`src/rtl/region_hit_predictor.sv`:
```
module region_hit_predictor #(
  parameter int ADDR_W     = 32,
  parameter int BASE_SHIFT = 22,
  parameter int BASE_IDX_W = 4,
  parameter int MID_SHIFT  = 18,
  parameter int MID_IDX_W  = 3,
  parameter int FINE_SHIFT = 12,
  parameter int FINE_IDX_W = 3,
  parameter int TAG_W      = 6
) (
  input  logic              clk,
  input  logic              rst_n,
  input  logic              lk_valid,
  input  logic [ADDR_W-1:0] lk_addr,
  output logic              pred_valid,
  output logic              pred_hit,
  input  logic              upd_valid,
  input  logic [ADDR_W-1:0] upd_addr,
  input  logic              upd_hit,
  output logic              miss_err
);
  localparam int BASE_N = 1 << BASE_IDX_W;
  localparam int MID_N  = 1 << MID_IDX_W;
  localparam int FINE_N = 1 << FINE_IDX_W;
  localparam logic [1:0] LVL_BASE = 2'd0, LVL_MID = 2'd1, LVL_FINE = 2'd2;

  logic [1:0]       base_ctr [BASE_N];
  logic [1:0]       mid_ctr  [MID_N];
  logic [TAG_W-1:0] mid_tag  [MID_N];
  logic             mid_v    [MID_N];
  logic [1:0]       fine_ctr [FINE_N];
  logic [TAG_W-1:0] fine_tag [FINE_N];
  logic             fine_v   [FINE_N];

  function automatic logic [3:0] probe(input logic [ADDR_W-1:0] a);
    logic [BASE_IDX_W-1:0] bi;
    logic [MID_IDX_W-1:0]  mi;
    logic [FINE_IDX_W-1:0] fi;
    bi = a[BASE_SHIFT +: BASE_IDX_W];
    mi = a[MID_SHIFT +: MID_IDX_W];
    fi = a[FINE_SHIFT +: FINE_IDX_W];
    if (fine_v[fi] && fine_tag[fi] == a[FINE_SHIFT+FINE_IDX_W +: TAG_W])
      return {LVL_FINE, fine_ctr[fi]};
    else if (mid_v[mi] && mid_tag[mi] == a[MID_SHIFT+MID_IDX_W +: TAG_W])
      return {LVL_MID, mid_ctr[mi]};
    else
      return {LVL_BASE, base_ctr[bi]};
  endfunction

  function automatic logic [1:0] train(input logic [1:0] c, input logic hit);
    if (hit) return (c == 2'd3) ? c : c + 2'd1;
    else     return (c == 2'd0) ? c : c - 2'd1;
  endfunction

  logic [3:0] lk_probe, up_probe;
  assign lk_probe = probe(lk_addr);
  assign up_probe = probe(upd_addr);

  logic [1:0] up_lvl, up_ctr, up_new, alloc_ctr;
  logic       up_wrong;
  assign up_lvl    = up_probe[3:2];
  assign up_ctr    = up_probe[1:0];
  assign up_wrong  = up_ctr[1] != upd_hit;
  assign up_new    = train(up_ctr, upd_hit);
  assign alloc_ctr = upd_hit ? 2'd2 : 2'd1;

  logic [BASE_IDX_W-1:0] u_bi;
  logic [MID_IDX_W-1:0]  u_mi;
  logic [FINE_IDX_W-1:0] u_fi;
  assign u_bi = upd_addr[BASE_SHIFT +: BASE_IDX_W];
  assign u_mi = upd_addr[MID_SHIFT +: MID_IDX_W];
  assign u_fi = upd_addr[FINE_SHIFT +: FINE_IDX_W];

  logic unused_addr_bits;
  assign unused_addr_bits = ^{lk_addr, upd_addr};

  always_ff @(posedge clk) begin
    if (!rst_n) begin
      pred_valid <= 1'b0;
      pred_hit   <= 1'b0;
      miss_err   <= 1'b0;
      for (int i = 0; i < BASE_N; i++) base_ctr[i] <= 2'd1;
      for (int i = 0; i < MID_N; i++) begin
        mid_ctr[i] <= 2'd1; mid_tag[i] <= '0; mid_v[i] <= 1'b0;
      end
      for (int i = 0; i < FINE_N; i++) begin
        fine_ctr[i] <= 2'd1; fine_tag[i] <= '0; fine_v[i] <= 1'b0;
      end
    end else begin
      pred_valid <= lk_valid;
      pred_hit   <= lk_valid & lk_probe[1];
      miss_err   <= upd_valid & upd_hit & ~up_ctr[1];
      if (upd_valid) begin
        case (up_lvl)
          LVL_BASE: begin
            base_ctr[u_bi] <= up_new;
            if (up_wrong) begin
              mid_v[u_mi]   <= 1'b1;
              mid_tag[u_mi] <= upd_addr[MID_SHIFT+MID_IDX_W +: TAG_W];
              mid_ctr[u_mi] <= alloc_ctr;
            end
          end
          LVL_MID: begin
            mid_ctr[u_mi] <= up_new;
            if (up_wrong) begin
              fine_v[u_fi]   <= 1'b1;
              fine_tag[u_fi] <= upd_addr[FINE_SHIFT+FINE_IDX_W +: TAG_W];
              fine_ctr[u_fi] <= alloc_ctr;
            end
          end
          default: fine_ctr[u_fi] <= up_new;
        endcase
      end
    end
  end
endmodule


```
`config.mk`:
```
export PLATFORM = sky130hd
export DESIGN_NAME = region_hit_predictor
export DESIGN_NICKNAME = d
export VERILOG_FILES = /design/src/rtl/region_hit_predictor.sv
export SDC_FILE = /design/constraint.sdc
export NUM_CORES = 1
export LEC_CHECK = 0
export ABC_AREA = 1
export BUFFER_PORTS_ARGS = -buffer_cell sky130_fd_sc_hd__buf_2
export CAP_MARGIN = 0
export CORE_UTILIZATION = 39
export CTS_CLUSTER_SIZE = 24
export DETAILED_ROUTE_END_ITERATION = 10
export PLACE_DENSITY = 0.64
export SETUP_SLACK_MARGIN = 0.2
export SYNTH_ARGS = -nofsm -noshare
export SYNTH_HDL_FRONTEND = slang
export SYNTH_SLANG_ARGS = --single-unit
```
`constraint.sdc`:
```
create_clock -name clk -period 4.1 [get_ports clk]
set_input_delay 1.025 -clock clk [delete_from_list [all_inputs] [get_ports clk]]
set_output_delay 1.025 -clock clk [all_outputs]
set_load 0.01 [all_outputs]
```
==> metrics.md, run 1 <==
| Metric | Value |
|---|---|
| I/O pin total | `72` |
| Slew Viols, Final | `0` |
| Total congestion overflow | `0` |
| Status | `complete, but fails checks` |
| Number of enable flip-flop cells after synthesis | `160` |
| Post-DRT Antenna Nets | `0` |
| Maximum VDD drop | `0.2407 mV` |
| Via Count | `~9300` |
| Post-CTS sizing | `0` |
| WL/cell | `between 15 and 20 um` |
| Worst Hold Margin | `463.5 ps` |
| Startpoint Class | `primary input` |
| Largest cells by area after synthesis | `edfxtp_1 46%, nand2_1 12%, nor2_1 7.3%` |
| Nets | `1446` |
| Die Ht | `between 150 and 200 um` |
| Max transition margin | `approximately 50%` |
| TritonRoute pass-1 iters | `8` |
| Ys flop type | `edfxtp_1` |
| DRT Wirelength | `about 30000 um` |
| Sequential area share after synthesis | `49.11%` |
| Syn Std Cell Area | `10560 um^2` |
| Global-route wire length before repair | `48180 um` |
| Total setup buffers inserted after CTS | `0` |
| Largest net degree at the start of global routing | `57` |
| Die X-Extent | `166.5 um` |
| Starting density of the core | `40.18%` |
| TritonCTS clock tree | `yes` |
| Sequential cell area | `5185 um^2` |
| Total Routing Usage GR | `22.41%` |
| CP Capture Type | `flip-flop` |
| Worst Skew | `17.24 ps` |
| Site Rows | `between 50 and 60` |
| Failing checks | `DRC` |
| PwrDens | `367.9 nW/um^2` |
| WP data arrival | `3750 ps` |
| #FFs+latches synth | `179` |
| Fin crit share | `87.21%` |
| Port-buffer cells | `37` |
| Crit path required time | `4280 ps` |
| Distinct cells, synth | `47` |
| Layout fillers | `approximately 2600` |
| Core area | `26280 um^2` |
| Endpoints failing hold | `0` |
| Clk sinks | `179` |
| Worst-skew pair later-pin latency | `450 ps` |
| Root Driver | `clkbuf_16` |
| Worst hold path type | `flip-flop to flip-flop` |
| Share of the synthesized area in the top cell type | `between 40% and 50%` |
| Area growth syn-to-layout | `13.75%` |
| Synth warn | `0` |
| Top cell type by total area after synthesis | `edfxtp_1` |
| Crit Path Category | `primary input to flip-flop` |
| Most common cell in the synthesized netlist | `nand2_1` |
| Antenna cells | `0` |
| FFs w/ async S/R, synth | `0%` |
| Synth Net Count | `1391` |
| Vias in the first global route | `8901` |
| DRC violations left | `2` |
| Pleak | `0.005173 uW` |
| TritonCTS buffer count | `17` |
| Clock buffer depth | `2` |
| DP Wirelength | `22100 um` |
| Post-synth top cells | `346 x nand2_1, 206 x nor2_1, 160 x edfxtp_1` |
| Initial antenna violation count | `0` |
| Least-Margin Pin Slew | `748.2 ps` |
| Fin Setup TNS | `0 ps` |
| Setup violators final | `0` |
| GP Congestion | `0.9166` |
| Count of hold buffers inserted by post-cts repair | `0` |
| Clock slew at reported path FFs | `70 ps` |
| Cells after Synth | `approximately 1300` |
| Die Footprint | `27740 um^2` |
| Max Cap Violations | `0` |
| Max frequency | `279.7 MHz` |
| Crit-path max FO | `10` |
| Vias per cell | `5.418` |
| # H-tree levels | `4` |
| Share of layout cells above drive strength 1 | `a little over an eighth` |
| Drt first-iter violations | `1014` |
| Multi-input logic area | `between 4000 and 5000 um^2` |
| RSZ-0062 raised after global routing | `false` |
| Tmin final | `3575 ps` |
| Syn_area_per_cell | `7.987 um^2` |
==> critical path, stage by stage <==
cell	delay (ps)
buf_2	160
nor2_2	460
nand3_1	160
nand2_1	160
nor2_1	70
nand2_1	60
nand2_1	50
nor2_1	180
nand2_1	70
nor2_1	260
nand3_2	170
nand3_2	120
nand2_2	140
nand2_2	110
nand2_1	90
a21oi_2	360
nand2_1	100
==> final cells by class <==
type,instances,area share (%)
Clock buffer,17,3.542
Clock inverter,15,1.531
Inverter,149,4.678
Multi-Input combinational cell,933,37.57
Sequential cell,179,43.17
Tap cell,335,3.490
Timing Repair Buffer,97,6.021
==> metrics by stage <==
step                total power, uW  area (um^2)  std cells  util (%)  setup WS, ps
floorplan                      2521        10560       1322         -         686.1
global placement               2734        11400       1693     43.38         173.1
detailed placement             2745        11400       1693     43.38         134.6
CTS                            4424        12010       1725     45.70         588.2
global route                   4582        12010       1725     45.70         210.4
finish                         4419        12010       1725     45.70         524.6
==> per-layer routing <==
layer  vias to the layer above  wire [um]  GRT usage (%)
li1                       4525          -              -
met1                      4418      13160          29.57
met2                       343      14670          37.74
met3                        60       1667          2.899
met4                         0        905          8.011
met5                         -          0              0
==> power by group <==
part           leakage (uW)  switching (uW)  internal (uW)
combinational       0.00317             451            194
clock              0.000296             826            881
sequential          0.00171            27.1           2040
total               0.00517            1300           3120
==> path summary, 6_finish.rpt <==
path / startpoint / end / slack (ps) / cells after the start
worst max-delay path: upd_addr[19] / fine_ctr[0][0] / 520 / 17
worst min-delay path: mid_v[3] / mid_v[3] / 460 / 2
worst max register to register: mid_tag[7][3] / fine_ctr[0][0] / 1110 / 15
worst min register to register: mid_v[3] / mid_v[3] / 460 / 2
==> registers in the layout, indices dropped and copies added, names as in the netlist <==
signal	cells
fine_tag	48
mid_tag	48
base_ctr	32
fine_ctr	16
mid_ctr	16
fine_v	8
mid_v	8
miss_err	1
pred_hit	1
pred_valid	1
==> cell families after synthesis <==
kind of cell | synth area share, %
xor gates and xnor gates | 0.3318
muxes | 0.09480
and+or+nand+nor | 30.23
DFF | 49.11
buffers and inverters | 8.164
AOI/OAI and AO/OA | 12.07
==> cells in the final DEF (no fill, tap or decap), types with 5 or more instances in the layout <==
| cell | Yosys | layout |
|---|---|---|
| edfxtp_1 | 160 | 160 |
| nand2_1 | 346 | 346 |
| o21ai_1 | 13 | 13 |
| nand2_2 | 5 | 5 |
| nand4_2 | 6 | 6 |
| dfxtp_1 | 19 | 19 |
| a21oi_1 | 69 | 69 |
| buf_12 | 0 | 7 |
| nor2_2 | 11 | 11 |
| o211ai_1 | 9 | 9 |
| clkbuf_16 | 0 | 17 |
| inv_6 | 0 | 6 |
| nand3_1 | 63 | 63 |
| o221ai_1 | 5 | 5 |
| nor2_1 | 206 | 206 |
| o21ai_0 | 96 | 96 |
| o22ai_1 | 11 | 11 |
| buf_2 | 18 | 37 |
| or2_2 | 6 | 6 |
| inv_2 | 9 | 9 |
| inv_1 | 131 | 131 |
| clkinv_1 | 8 | 8 |
| buf_4 | 2 | 53 |
| nand4_1 | 24 | 24 |
| a22oi_1 | 9 | 9 |
| nand4_4 | 11 | 11 |
Power figures use the tool's default switching activity.
==> run 2: changes to the inputs <==
--- a/config.mk
+++ b/config.mk
@@ -6,8 +6,9 @@
 export NUM_CORES = 1
 export LEC_CHECK = 0
 export ABC_AREA = 1
-export BUFFER_PORTS_ARGS = -buffer_cell sky130_fd_sc_hd__buf_2
+export BUFFER_PORTS_ARGS = -buffer_cell sky130_fd_sc_hd__buf_4
 export CAP_MARGIN = 0
+export CORE_MARGIN = 5
 export CORE_UTILIZATION = 39
 export CTS_CLUSTER_SIZE = 24
 export DETAILED_ROUTE_END_ITERATION = 10
==> constraint.sdc (replaced) <==
create_clock -name clk -period 4.6 [get_ports clk]
set_input_delay 1.15 -clock clk [delete_from_list [all_inputs] [get_ports clk]]
set_output_delay 1.15 -clock clk [all_outputs]
set_load 0.01 [all_outputs]
==> run 2 against run 1 <==
Against the previous run:
- core utilization down 1.6 points
- first-iteration DRC count down 15%
- via count down 1.1%
- the flow now finishes without violations
- combinational power down 14%
- critical path depth down 2
- sequential power down 11%
==> metrics.md, run 2 (same netlist as run 1, synthesis figures left out) <==
| Metric | Value |
|---|---|
| Clk sinks | `about 180` |
| Nets | `1418` |
| Site Rows | `60` |
| Die Footprint | `30460 um^2` |
| Total setup buffers inserted after CTS | `0` |
| Die X-Extent | `174.5 um` |
| Port-buffer cells | `37` |
| WP data arrival | `4260 ps` |
| FF-to-FF setup slack | `1350 ps` |
| Placed cell areas | `11220 um^2` |
| Total Routing Usage GR | `19.47%` |
| Die Ht | `174.5 um` |
| Setup WS pre-CTS | `67.58 ps` |
| Pleak | `0.005056 uW` |
| Tmin final | `4100 ps` |
| Commonest non-fill, non-tap cell in the layout | `nand2_1` |
| GP Congestion | `~0.91` |
| Count of hold buffers inserted by post-cts repair | `0` |
| CP Buf/Inv Count | `2` |
| Clock buffer depth | `2` |
| CP delay by family, top | `simple AND/OR/NAND/NOR gates` |
| Area growth syn-to-layout | `12.05%` |
| Vias per cell | `5.428` |
| CP startpoint | `upd_addr[12]` |
| Max frequency | `243.9 MHz` |
| Worst hold path type | `flip-flop to flip-flop` |
| Max Cap Violations | `0` |
| Drt first-iter violations | `864` |
| Initial antenna violation count | `0` |
| Clock slew at reported path FFs | `70 ps` |
| Reg2Reg Depth | `14` |
| CP endpoint | `mid_ctr[6][1]` |
| Tot Pwr | `3937 uW` |
| Crit path required time | `4760 ps` |
| Post-DRT Antenna Nets | `0` |
| Largest net degree at the start of global routing | `57` |
| Crit Path Category | `primary input to flip-flop` |
| Max transition margin | `49.17%` |
| CP Capture Type | `flip-flop` |
| Via Count | `9244` |
| RSZ-0062 raised after global routing | `false` |
| Maximum VDD drop | `0.1882 mV` |
| Setup violators final | `0` |
| Commonest non-fill, non-tap cells in the layout | `346 x nand2_1, 206 x nor2_1, 160 x edfxtp_1, 131 x inv_1, 96 x o21ai_0` |
| Status | `completed` |
| Top flop regs | `fine_tag x48, mid_tag x48, base_ctr x32` |
| Crit-path max FO | `29` |
| DRT Wirelength | `between 20000 and 30000 um` |
| Startpoint Class | `primary input` |
| WL/cell | `around 17 um` |
| CP max stage cell | `nand4_4` |
| CP max stage delay | `540 ps` |
| Antenna cells | `0` |
| I/O pin total | `72` |
| Setup ws final | `500.0 ps` |
| Share of layout cells above drive strength 1 | `a little under an eighth` |
| DRC violations left | `0` |
| Worst Skew | `12.16 ps` |
| Finished Cell Area | `~12000 um^2` |
| DP Wirelength | `21430 um` |
| Slew Viols, Final | `0` |
| R2r endpoint | `mid_ctr[6][1]` |
| CP dominant cell by count | `nand2_1` |
| Global-route wire length before repair | `around 47000 um` |
| CP Depth | `15` |
| Fin crit share | `between 80% and 90%` |
| Least-Margin Pin Slew | `761.7 ps` |
| TritonCTS clock tree | `yes` |
| TritonRoute pass-1 iters | `8` |
| Worst-skew pair later-pin latency | `440 ps` |
| Vias in the first global route | `just under 9000` |
| Crit path cell chain | `buf_4 -> inv_2 -> nand2_1 -> nand3_1 -> o21ai_1 -> o21ai_0 -> nand2_1 -> nor2_2 -> nand3_2 -> nand3_2 -> nand4_4 -> nand3_4 -> nand2_2 -> nand2_1 -> nand2_1` |
| Core area | `26800 um^2` |
| TritonCTS buffer count | `17` |
| # H-tree levels | `4` |
| PwrDens | `332.7 nW/um^2` |
| Worst flop-to-flop path startpoint | `fine_tag[2][2]` |
| Endpoints failing hold | `0` |
| Root Driver | `clkbuf_16` |
| Total congestion overflow | `0` |
| Starting density of the core | `39.40%` |
| Post-CTS sizing | `0` |
| Fin Setup TNS | `0 ps` |
## run 2: cell types whose count changed in the layout (fill, tap and decap cells not counted), sizes merged
cell / change
inv: -2
bufinv: +1
buf: -28
clkinv: +1
## run 2: power breakdown
group          internal (uW)  switching (uW)
Sequential              1820            24.0
Clock                    830             708
Combinational            162             393
Total                   2810            1130
## run 2: cell type report
class,instances,area (um^2)
Fill cell,2653,14970
Sequential cell,179,5185
Clock buffer,17,425.4
Clock inverter,15,190.2
Inverter,149,561.8
Multi-Input combinational cell,933,4512
Tap cell,341,426.7
Timing Repair Buffer,69,530.5
## run 2: worst reg2reg max path, cell delays in order, from the launching register on
cell	delay, ps
edfxtp_1	380
inv_1	80
nand2_1	50
nand3_1	130
o21ai_1	110
o21ai_0	230
nand2_1	100
nor2_2	180
nand3_2	200
nand3_2	170
nand4_4	540
nand3_4	390
nand2_2	190
nand2_1	120
nand2_1	90
## run 2: through the flow
step | hold WS [ps] | cells | util (%)
final | 474.8 | 1703 | 44.15
after CTS | 473.0 | 1703 | 44.15
after detailed placement | 461.8 | 1671 | 41.85
after global placement | 447.2 | 1671 | 41.85
after global routing | 501.1 | 1703 | 44.15
after floorplan | 435.2 | 1322 | -
## run 2: worst min-delay path by stage
stage                        start       end  slack, ps  depth (start not counted)
after floorplan           mid_v[2]  mid_v[2]        440                          2
after global placement    mid_v[7]  mid_v[7]        450                          2
after detailed placement  mid_v[7]  mid_v[7]        460                          2
after CTS                 mid_v[7]  mid_v[7]        470                          2
after global routing      mid_v[2]  mid_v[2]        500                          2
final                     mid_v[7]  mid_v[7]        470                          2
## run 2: per-layer routing
metal	vias to the layer above	GRT usage [%]	routed length (um)	part of all wire, %
met5	-	0	0	0
met4	0	5.892	707	2.4
met3	54	3.067	2021	6.8
met2	366	33.42	14510	49
met1	4354	25.40	12480	42
li1	4470	-	-	-
